$ cat config.mk
export PLATFORM = sky130hd
export DESIGN_NAME = zls_seq
export DESIGN_NICKNAME = d
export VERILOG_FILES = /design/src/rtl/zls_pkg.sv /design/src/rtl/zls_loop_eval.sv /design/src/rtl/zls_bp_match.sv /design/src/rtl/zls_pc_select.sv /design/src/rtl/zls_seq.sv
export SDC_FILE = /design/constraint.sdc
export NUM_CORES = 1
export LEC_CHECK = 0
export ABC_AREA = 0
export BUFFER_PORTS_ARGS = -buffer_cell sky130_fd_sc_hd__buf_2
export CORE_UTILIZATION = 49
export CTS_BUF_LIST = sky130_fd_sc_hd__clkbuf_8 sky130_fd_sc_hd__clkbuf_16
export DETAILED_ROUTE_END_ITERATION = 8
export PLACE_DENSITY = 0.86
export SLEW_MARGIN = 30
export SYNTH_ARGS = -nofsm -noshare
export SYNTH_HDL_FRONTEND = slang
export SYNTH_SLANG_ARGS = --single-unit
export TNS_END_PERCENT = 100
$ cat constraint.sdc
create_clock -name clk_i -period 4.9 [get_ports clk_i]
set_input_delay 1.225 -clock clk_i [delete_from_list [all_inputs] [get_ports clk_i]]
set_output_delay 1.225 -clock clk_i [all_outputs]
set_load 0.02 [all_outputs]
$ cat src/rtl/zls_pkg.sv
package zls_pkg;
  typedef enum logic [1:0] {
    SRC_SEQ    = 2'd0,
    SRC_BRANCH = 2'd1,
    SRC_LOOP   = 2'd2,
    SRC_TRAP   = 2'd3
  } pc_src_e;
endpackage

$ cat src/rtl/zls_loop_eval.sv
module zls_loop_eval #(
  parameter int PC_W  = 16,
  parameter int CNT_W = 16
) (
  input  logic [PC_W-1:0]  pc_i,
  input  logic [PC_W-1:0]  loop_end_i,
  input  logic [CNT_W-1:0] count_i,
  input  logic             rpt_en_i,
  input  logic             branch_i,
  output logic             loop_back_o,
  output logic             last_iter_o,
  output logic [CNT_W-1:0] count_nxt_o
);
  localparam logic [CNT_W-1:0] ONE = CNT_W'(1);

  logic at_end;
  logic more;

  // the loop check only applies when the word itself did not redirect
  assign at_end      = rpt_en_i && (pc_i == loop_end_i) && !branch_i;
  assign more        = (count_i > ONE);
  assign loop_back_o = at_end && more;
  assign last_iter_o = at_end && !more;

  always_comb begin
    count_nxt_o = count_i;
    if (loop_back_o)      count_nxt_o = count_i - ONE;
    else if (last_iter_o) count_nxt_o = '0;
  end
endmodule

$ cat src/rtl/zls_bp_match.sv
module zls_bp_match #(
  parameter int PC_W = 16
) (
  input  logic [PC_W-1:0] pc_i,
  input  logic [PC_W-1:0] bp_addr_i,
  input  logic            dbg_en_i,
  output logic            hit_o
);
  logic [PC_W-1:0] diff;

  genvar gi;
  generate
    for (gi = 0; gi < PC_W; gi++) begin : g_cmp
      assign diff[gi] = pc_i[gi] ^ bp_addr_i[gi];
    end
  endgenerate

  assign hit_o = dbg_en_i && (diff == '0);
endmodule

$ cat src/rtl/zls_pc_select.sv
module zls_pc_select
  import zls_pkg::*;
#(
  parameter int              PC_W     = 16,
  parameter logic [PC_W-1:0] TRAP_VEC = 16'h3FF0
) (
  input  logic [PC_W-1:0] pc_i,
  input  logic            br_taken_i,
  input  logic [PC_W-1:0] br_target_i,
  input  logic [PC_W-1:0] loop_start_i,
  input  logic            loop_back_i,
  input  logic            trap_i,
  output pc_src_e         src_o,
  output logic [PC_W-1:0] pc_nxt_o
);
  always_comb begin
    if (trap_i)           src_o = SRC_TRAP;
    else if (br_taken_i)  src_o = SRC_BRANCH;
    else if (loop_back_i) src_o = SRC_LOOP;
    else                  src_o = SRC_SEQ;
  end

  always_comb begin
    unique case (src_o)
      SRC_TRAP:   pc_nxt_o = TRAP_VEC;
      SRC_BRANCH: pc_nxt_o = br_target_i;
      SRC_LOOP:   pc_nxt_o = loop_start_i;
      default:    pc_nxt_o = pc_i + PC_W'(1);
    endcase
  end
endmodule

$ cat src/rtl/zls_seq.sv
module zls_seq
  import zls_pkg::*;
#(
  parameter int                PC_W     = 16,
  parameter int                CNT_W    = 16,
  parameter int                STAT_W   = 16,
  parameter int                RPT_BIT  = 1,
  parameter int                DBG_BIT  = 14,
  parameter int                SM_BIT   = 15,
  parameter logic [PC_W-1:0]   RESET_PC = 16'hFFC0,
  parameter logic [PC_W-1:0]   TRAP_VEC = 16'h3FF0
) (
  input  logic              clk_i,
  input  logic              rst_i,
  input  logic              step_i,
  input  logic [PC_W-1:0]   pc_i,
  input  logic              br_taken_i,
  input  logic [PC_W-1:0]   br_target_i,
  input  logic [PC_W-1:0]   loop_start_i,
  input  logic [PC_W-1:0]   loop_end_i,
  input  logic [CNT_W-1:0]  loop_count_i,
  input  logic [STAT_W-1:0] status_i,
  input  logic [PC_W-1:0]   bp_addr_i,
  output logic [PC_W-1:0]   next_pc_o,
  output logic [PC_W+1:0]   fetch_addr_o,
  output logic [CNT_W-1:0]  count_o,
  output logic [STAT_W-1:0] status_o,
  output logic              trap_o
);
  localparam int              FA_W     = PC_W + 2;
  localparam logic [STAT_W-1:0] SM_MASK  = STAT_W'(1) << SM_BIT;
  localparam logic [STAT_W-1:0] RPT_MASK = STAT_W'(1) << RPT_BIT;

  logic              loop_back, last_iter, bp_hit;
  logic [CNT_W-1:0]  cnt_nxt;
  logic [PC_W-1:0]   pc_nxt;
  logic [STAT_W-1:0] st_nxt;
  pc_src_e           src;

  zls_loop_eval #(.PC_W(PC_W), .CNT_W(CNT_W)) u_loop (
    .pc_i        (pc_i),
    .loop_end_i  (loop_end_i),
    .count_i     (loop_count_i),
    .rpt_en_i    (status_i[RPT_BIT]),
    .branch_i    (br_taken_i),
    .loop_back_o (loop_back),
    .last_iter_o (last_iter),
    .count_nxt_o (cnt_nxt)
  );

  zls_bp_match #(.PC_W(PC_W)) u_bp (
    .pc_i      (pc_i),
    .bp_addr_i (bp_addr_i),
    .dbg_en_i  (status_i[DBG_BIT]),
    .hit_o     (bp_hit)
  );

  zls_pc_select #(.PC_W(PC_W), .TRAP_VEC(TRAP_VEC)) u_sel (
    .pc_i         (pc_i),
    .br_taken_i   (br_taken_i),
    .br_target_i  (br_target_i),
    .loop_start_i (loop_start_i),
    .loop_back_i  (loop_back),
    .trap_i       (bp_hit),
    .src_o        (src),
    .pc_nxt_o     (pc_nxt)
  );

  always_comb begin
    st_nxt = status_i;
    if (src == SRC_TRAP)   st_nxt = status_i & SM_MASK;
    else if (last_iter)    st_nxt = status_i & ~RPT_MASK;
  end

  always_ff @(posedge clk_i) begin
    if (rst_i) begin
      next_pc_o    <= RESET_PC;
      fetch_addr_o <= {RESET_PC, 2'b00};
      count_o      <= '0;
      status_o     <= '0;
      trap_o       <= 1'b0;
    end else begin
      trap_o <= step_i && bp_hit;
      if (step_i) begin
        next_pc_o    <= pc_nxt;
        fetch_addr_o <= FA_W'({pc_nxt, 2'b00});
        count_o      <= (src == SRC_TRAP) ? loop_count_i : cnt_nxt;
        status_o     <= st_nxt;
      end
    end
  end

  // ---------------- assertions ----------------
  p_seq_r2: assert property (@(posedge clk_i) disable iff (rst_i)
    (step_i && !br_taken_i && !(status_i[DBG_BIT] && pc_i == bp_addr_i)
       && !(status_i[RPT_BIT] && pc_i == loop_end_i))
    |=> (next_pc_o == $past(pc_i) + PC_W'(1)) && (count_o == $past(loop_count_i)));

  p_branch_r3: assert property (@(posedge clk_i) disable iff (rst_i)
    (step_i && br_taken_i && !(status_i[DBG_BIT] && pc_i == bp_addr_i))
    |=> (next_pc_o == $past(br_target_i)) && (status_o == $past(status_i)));

  p_loop_r4: assert property (@(posedge clk_i) disable iff (rst_i)
    (step_i && !br_taken_i && status_i[RPT_BIT] && pc_i == loop_end_i
       && loop_count_i > CNT_W'(1) && !(status_i[DBG_BIT] && pc_i == bp_addr_i))
    |=> (next_pc_o == $past(loop_start_i)) && (count_o == $past(loop_count_i) - CNT_W'(1)));

  p_last_r5: assert property (@(posedge clk_i) disable iff (rst_i)
    (step_i && !br_taken_i && status_i[RPT_BIT] && pc_i == loop_end_i
       && loop_count_i <= CNT_W'(1) && !(status_i[DBG_BIT] && pc_i == bp_addr_i))
    |=> !status_o[RPT_BIT] && (count_o == '0) && (next_pc_o == $past(pc_i) + PC_W'(1)));

  p_trap_r7: assert property (@(posedge clk_i) disable iff (rst_i)
    trap_o |-> (next_pc_o == TRAP_VEC) && ((status_o & ~SM_MASK) == '0));

  p_nodbg_r8: assert property (@(posedge clk_i) disable iff (rst_i)
    !status_i[DBG_BIT] |=> !trap_o);

  p_fetch_r9: assert property (@(posedge clk_i) disable iff (rst_i)
    (fetch_addr_o[1:0] == 2'b00) && (fetch_addr_o[FA_W-1:2] == next_pc_o));

  p_hold_r10: assert property (@(posedge clk_i) disable iff (rst_i)
    !step_i |=> $stable(next_pc_o) && $stable(count_o) && $stable(status_o) && !trap_o);
endmodule

==> flow_summary.json <==
{
  "status": "complete, no violations",
  "stdcell_area_sq_um": 4325,
  "final-setup-viol-count": 0,
  "reg2reg_depth": 5,
  "drt_first_pass_iters": 5,
  "worst_pin_slew_ns": 0.8706,
  "fmax_mhz": 288.1,
  "die_y_microns": 85.66,
  "cts_buffers": 5,
  "yosys_warnings": 0,
  "worstSkewPairLatency_ns": 0.30,
  "post-route-min-period_ns": 3.471,
  "place_area_sq_um": 4207,
  "die-area_sq_um": 7338,
  "rows": 30,
  "clock_skew_ns": 0,
  "cts_resized": 0,
  "cp.arrival_ns": 3.67,
  "vdd_drop_max_mv": 0.1838,
  "synthTopCellsByArea": "dfxtp_1, xor2_1, xnor2_1",
  "worstPathRequired_ns": 5.10,
  "grt_pass1_wl_microns": 17340,
  "finalPower_uw": 1014,
  "cts_setup_buffers": 0,
  "drt-initial-drc-count": 214,
  "reg2reg_to": "count_o[4]",
  "gp_congestion": 0.9556,
  "maxSlewViolCount": 0,
  "grtUsageTotal_pct": 29.86,
  "antenna_found_initial": 0,
  "cts_hold_buffers": 0,
  "diodes": 0,
  "r2r-start": "count_o[4]",
  "synth_top_cells_by_count": "dfxtp_1, nor2_1, nand2_1",
  "ys_seq_area_share_pct": 28.60,
  "viasPerCell": 5.611,
  "async_flop_share_pct": 0,
  "crit_family": "simple AND/OR/NAND/NOR gates",
  "start_kind": "input port",
  "drive_above_1_share_pct": 36.57,
  "leakagePower_uw": 0.001946,
  "grt_max_degree": 33,
  "crit_fanout": 13,
  "finalCritPeriodShare_pct": 70.84,
  "critPathMaxStageDelay_ns": 0.64,
  "rrSetupSlack_ns": 3.83,
  "drt-wirelength-per-cell_microns": 16.21,
  "synthMostInstantiatedCell": "dfxtp_1",
  "whs_endpoint": "count_o[1]",
  "powerDensity_nw_per_um2": 234.3,
  "syn_inst": 430,
  "crit_type": "input port to register",
  "totalWireLength_microns": 10910,
  "worstPathCellList": "buf_2, xor2_1, or4_4, nor4_4, a211oi_2, and4_2, o31a_1",
  "portBuffers": 180,
  "grt_use_met2_pct": 51.78,
  "dp_hpwl_microns": 8649,
  "cts.clk_slew.worst_paths_ns": 0.09,
  "endpoint_kind": "register",
  "pin_count": 183,
  "drc": 0,
  "cts_tree": "yes",
  "ys_types": 65,
  "cp_slowest_cell": "nor4_4",
  "critPathBufInv": 1,
  "synth.avg_cell_area_sq_um": 7.976,
  "grt_pass1_vias": 3542,
  "synth_flop_cell": "dfxtp_1",
  "cts_buffer_depth": 2,
  "nFillCells": 603,
  "area_growth_pct": 26.12,
  "grtUsageMet3_pct": 5.390,
  "use_met1_pct": 36.71,
  "cts_root_buf": "clkbuf_8",
  "htreeDepth": 2,
  "synth.top_cell.area_share_pct": 28.60,
  "synth.largest_area_cell": "dfxtp_1",
  "start_util_pct": 50.48,
  "core_sq_um": 6794,
  "fin_setup_tns_ns": 0,
  "busiest_layer": "met2",
  "netlist_area_sq_um": 3430,
  "min_path_type": "register to register",
  "rsz0062_at_grt": "no",
  "maxCapViolations": 0,
  "relSlewSlack_pct": 41.51,
  "hold_depth": 2,
  "finalHoldViolations": 0,
  "via_count": 3776,
  "nets": 695,
  "die_x_microns": 85.66,
  "gr-total-overflow": 0,
  "ys_seq_elements": 49,
  "synth-edff-count": 0,
  "min-delay-start": "count_o[1]",
  "clock-sinks": 49,
  "ant_nets": 0
}
## area by class of cell
| type | instances | area (sq um) | share of cell area, % |
|---|---|---|---|
| multi-input combinational | 333 | 2178 | 50.36 |
| timing repair buffer | 182 | 915.9 | 21.17 |
| inverter | 5 | 18.77 | 0.4339 |
| clock inverter | 3 | 42.54 | 0.9835 |
| clock buffer | 5 | 68.82 | 1.591 |
| sequential | 49 | 980.9 | 22.68 |
| tap | 96 | 120.1 | 2.777 |
## stage by stage
step / worst slack, ns / hold slack [ns] / cells / utilization [%]
2_1_floorplan: 1.634 / 0.5232 / 431 / -
3_3_place_gp: 1.175 / 0.4331 / 665 / 61.92
3_5_place_dp: 1.171 / 0.4403 / 665 / 61.92
4_1_cts: 1.469 / 0.4522 / 673 / 63.55
5_1_grt: 1.306 / 0.4687 / 673 / 63.66
6_report: 1.429 / 0.4492 / 673 / 63.66
## state kept, by name, indices dropped and copies added, names as in the netlist
signal	cells
status_o	16
trap_o	1
count_o	16
fetch_addr_o	16
## cell families after synthesis
group	after synthesis	share of synthesized area, %
and+or+nand+nor	175	26.92
AOI/OAI and AO/OA	94	19.52
xor gates and xnor gates	52	13.28
DFF	49	28.60
buffers and inverters	49	8.318
muxes	7	2.152
adders and majority gates	3	1.095
other	1	0.1093
## per-layer routing
metal  share of wire (%)  vias up  wire [microns]
met3                 7.2       26             786
met1                  41     1739            4500
met2                  49      194            5361
met5                   0        -               0
met4                 2.4        0             261
li1                    -     1817               -
## cell usage in the layout (no fill, tap or decap), drive strengths merged, types with 4 or more instances in the layout
master	instances
a2111oi	7
a21oi	18
a22oi	14
a31oi	6
and3	12
buf	182
clkbuf	5
dfxtp	49
inv	6
mux2i	4
nand2	42
nand3	18
nand4	4
nand4b	4
nor2	46
nor3	13
nor4	8
o21ai	18
o31ai	4
or2	4
or3	4
or4	4
xnor2	25
xor2	27
## where the power goes
| group | switching (uW) | total [uW] | internal [uW] |
|---|---|---|---|
| Sequential | 15.4 | 439 | 423 |
| Combinational | 169 | 281 | 112 |
| Clock | 143 | 294 | 151 |
## worst max path at each step
stage	start	to	slack [ns]	cells after the start
floorplan	pc_i[2]	count_o[3]	1.63	7
global placement	loop_count_i[12]	fetch_addr_o[7]	1.18	7
detailed placement	loop_count_i[12]	fetch_addr_o[7]	1.17	7
CTS	loop_count_i[8]	fetch_addr_o[7]	1.47	7
global route	loop_count_i[8]	fetch_addr_o[7]	1.31	7
finish	pc_i[13]	count_o[3]	1.43	7
## worst register-to-register path, delay by kind of cell (launching register included)
kind,cells,cell delay (ns)
AOI/OAI and AO/OA,2,0.32
DFF,1,0.33
and+or+nand+nor,3,0.31
(Power assumes the default switching activity.)
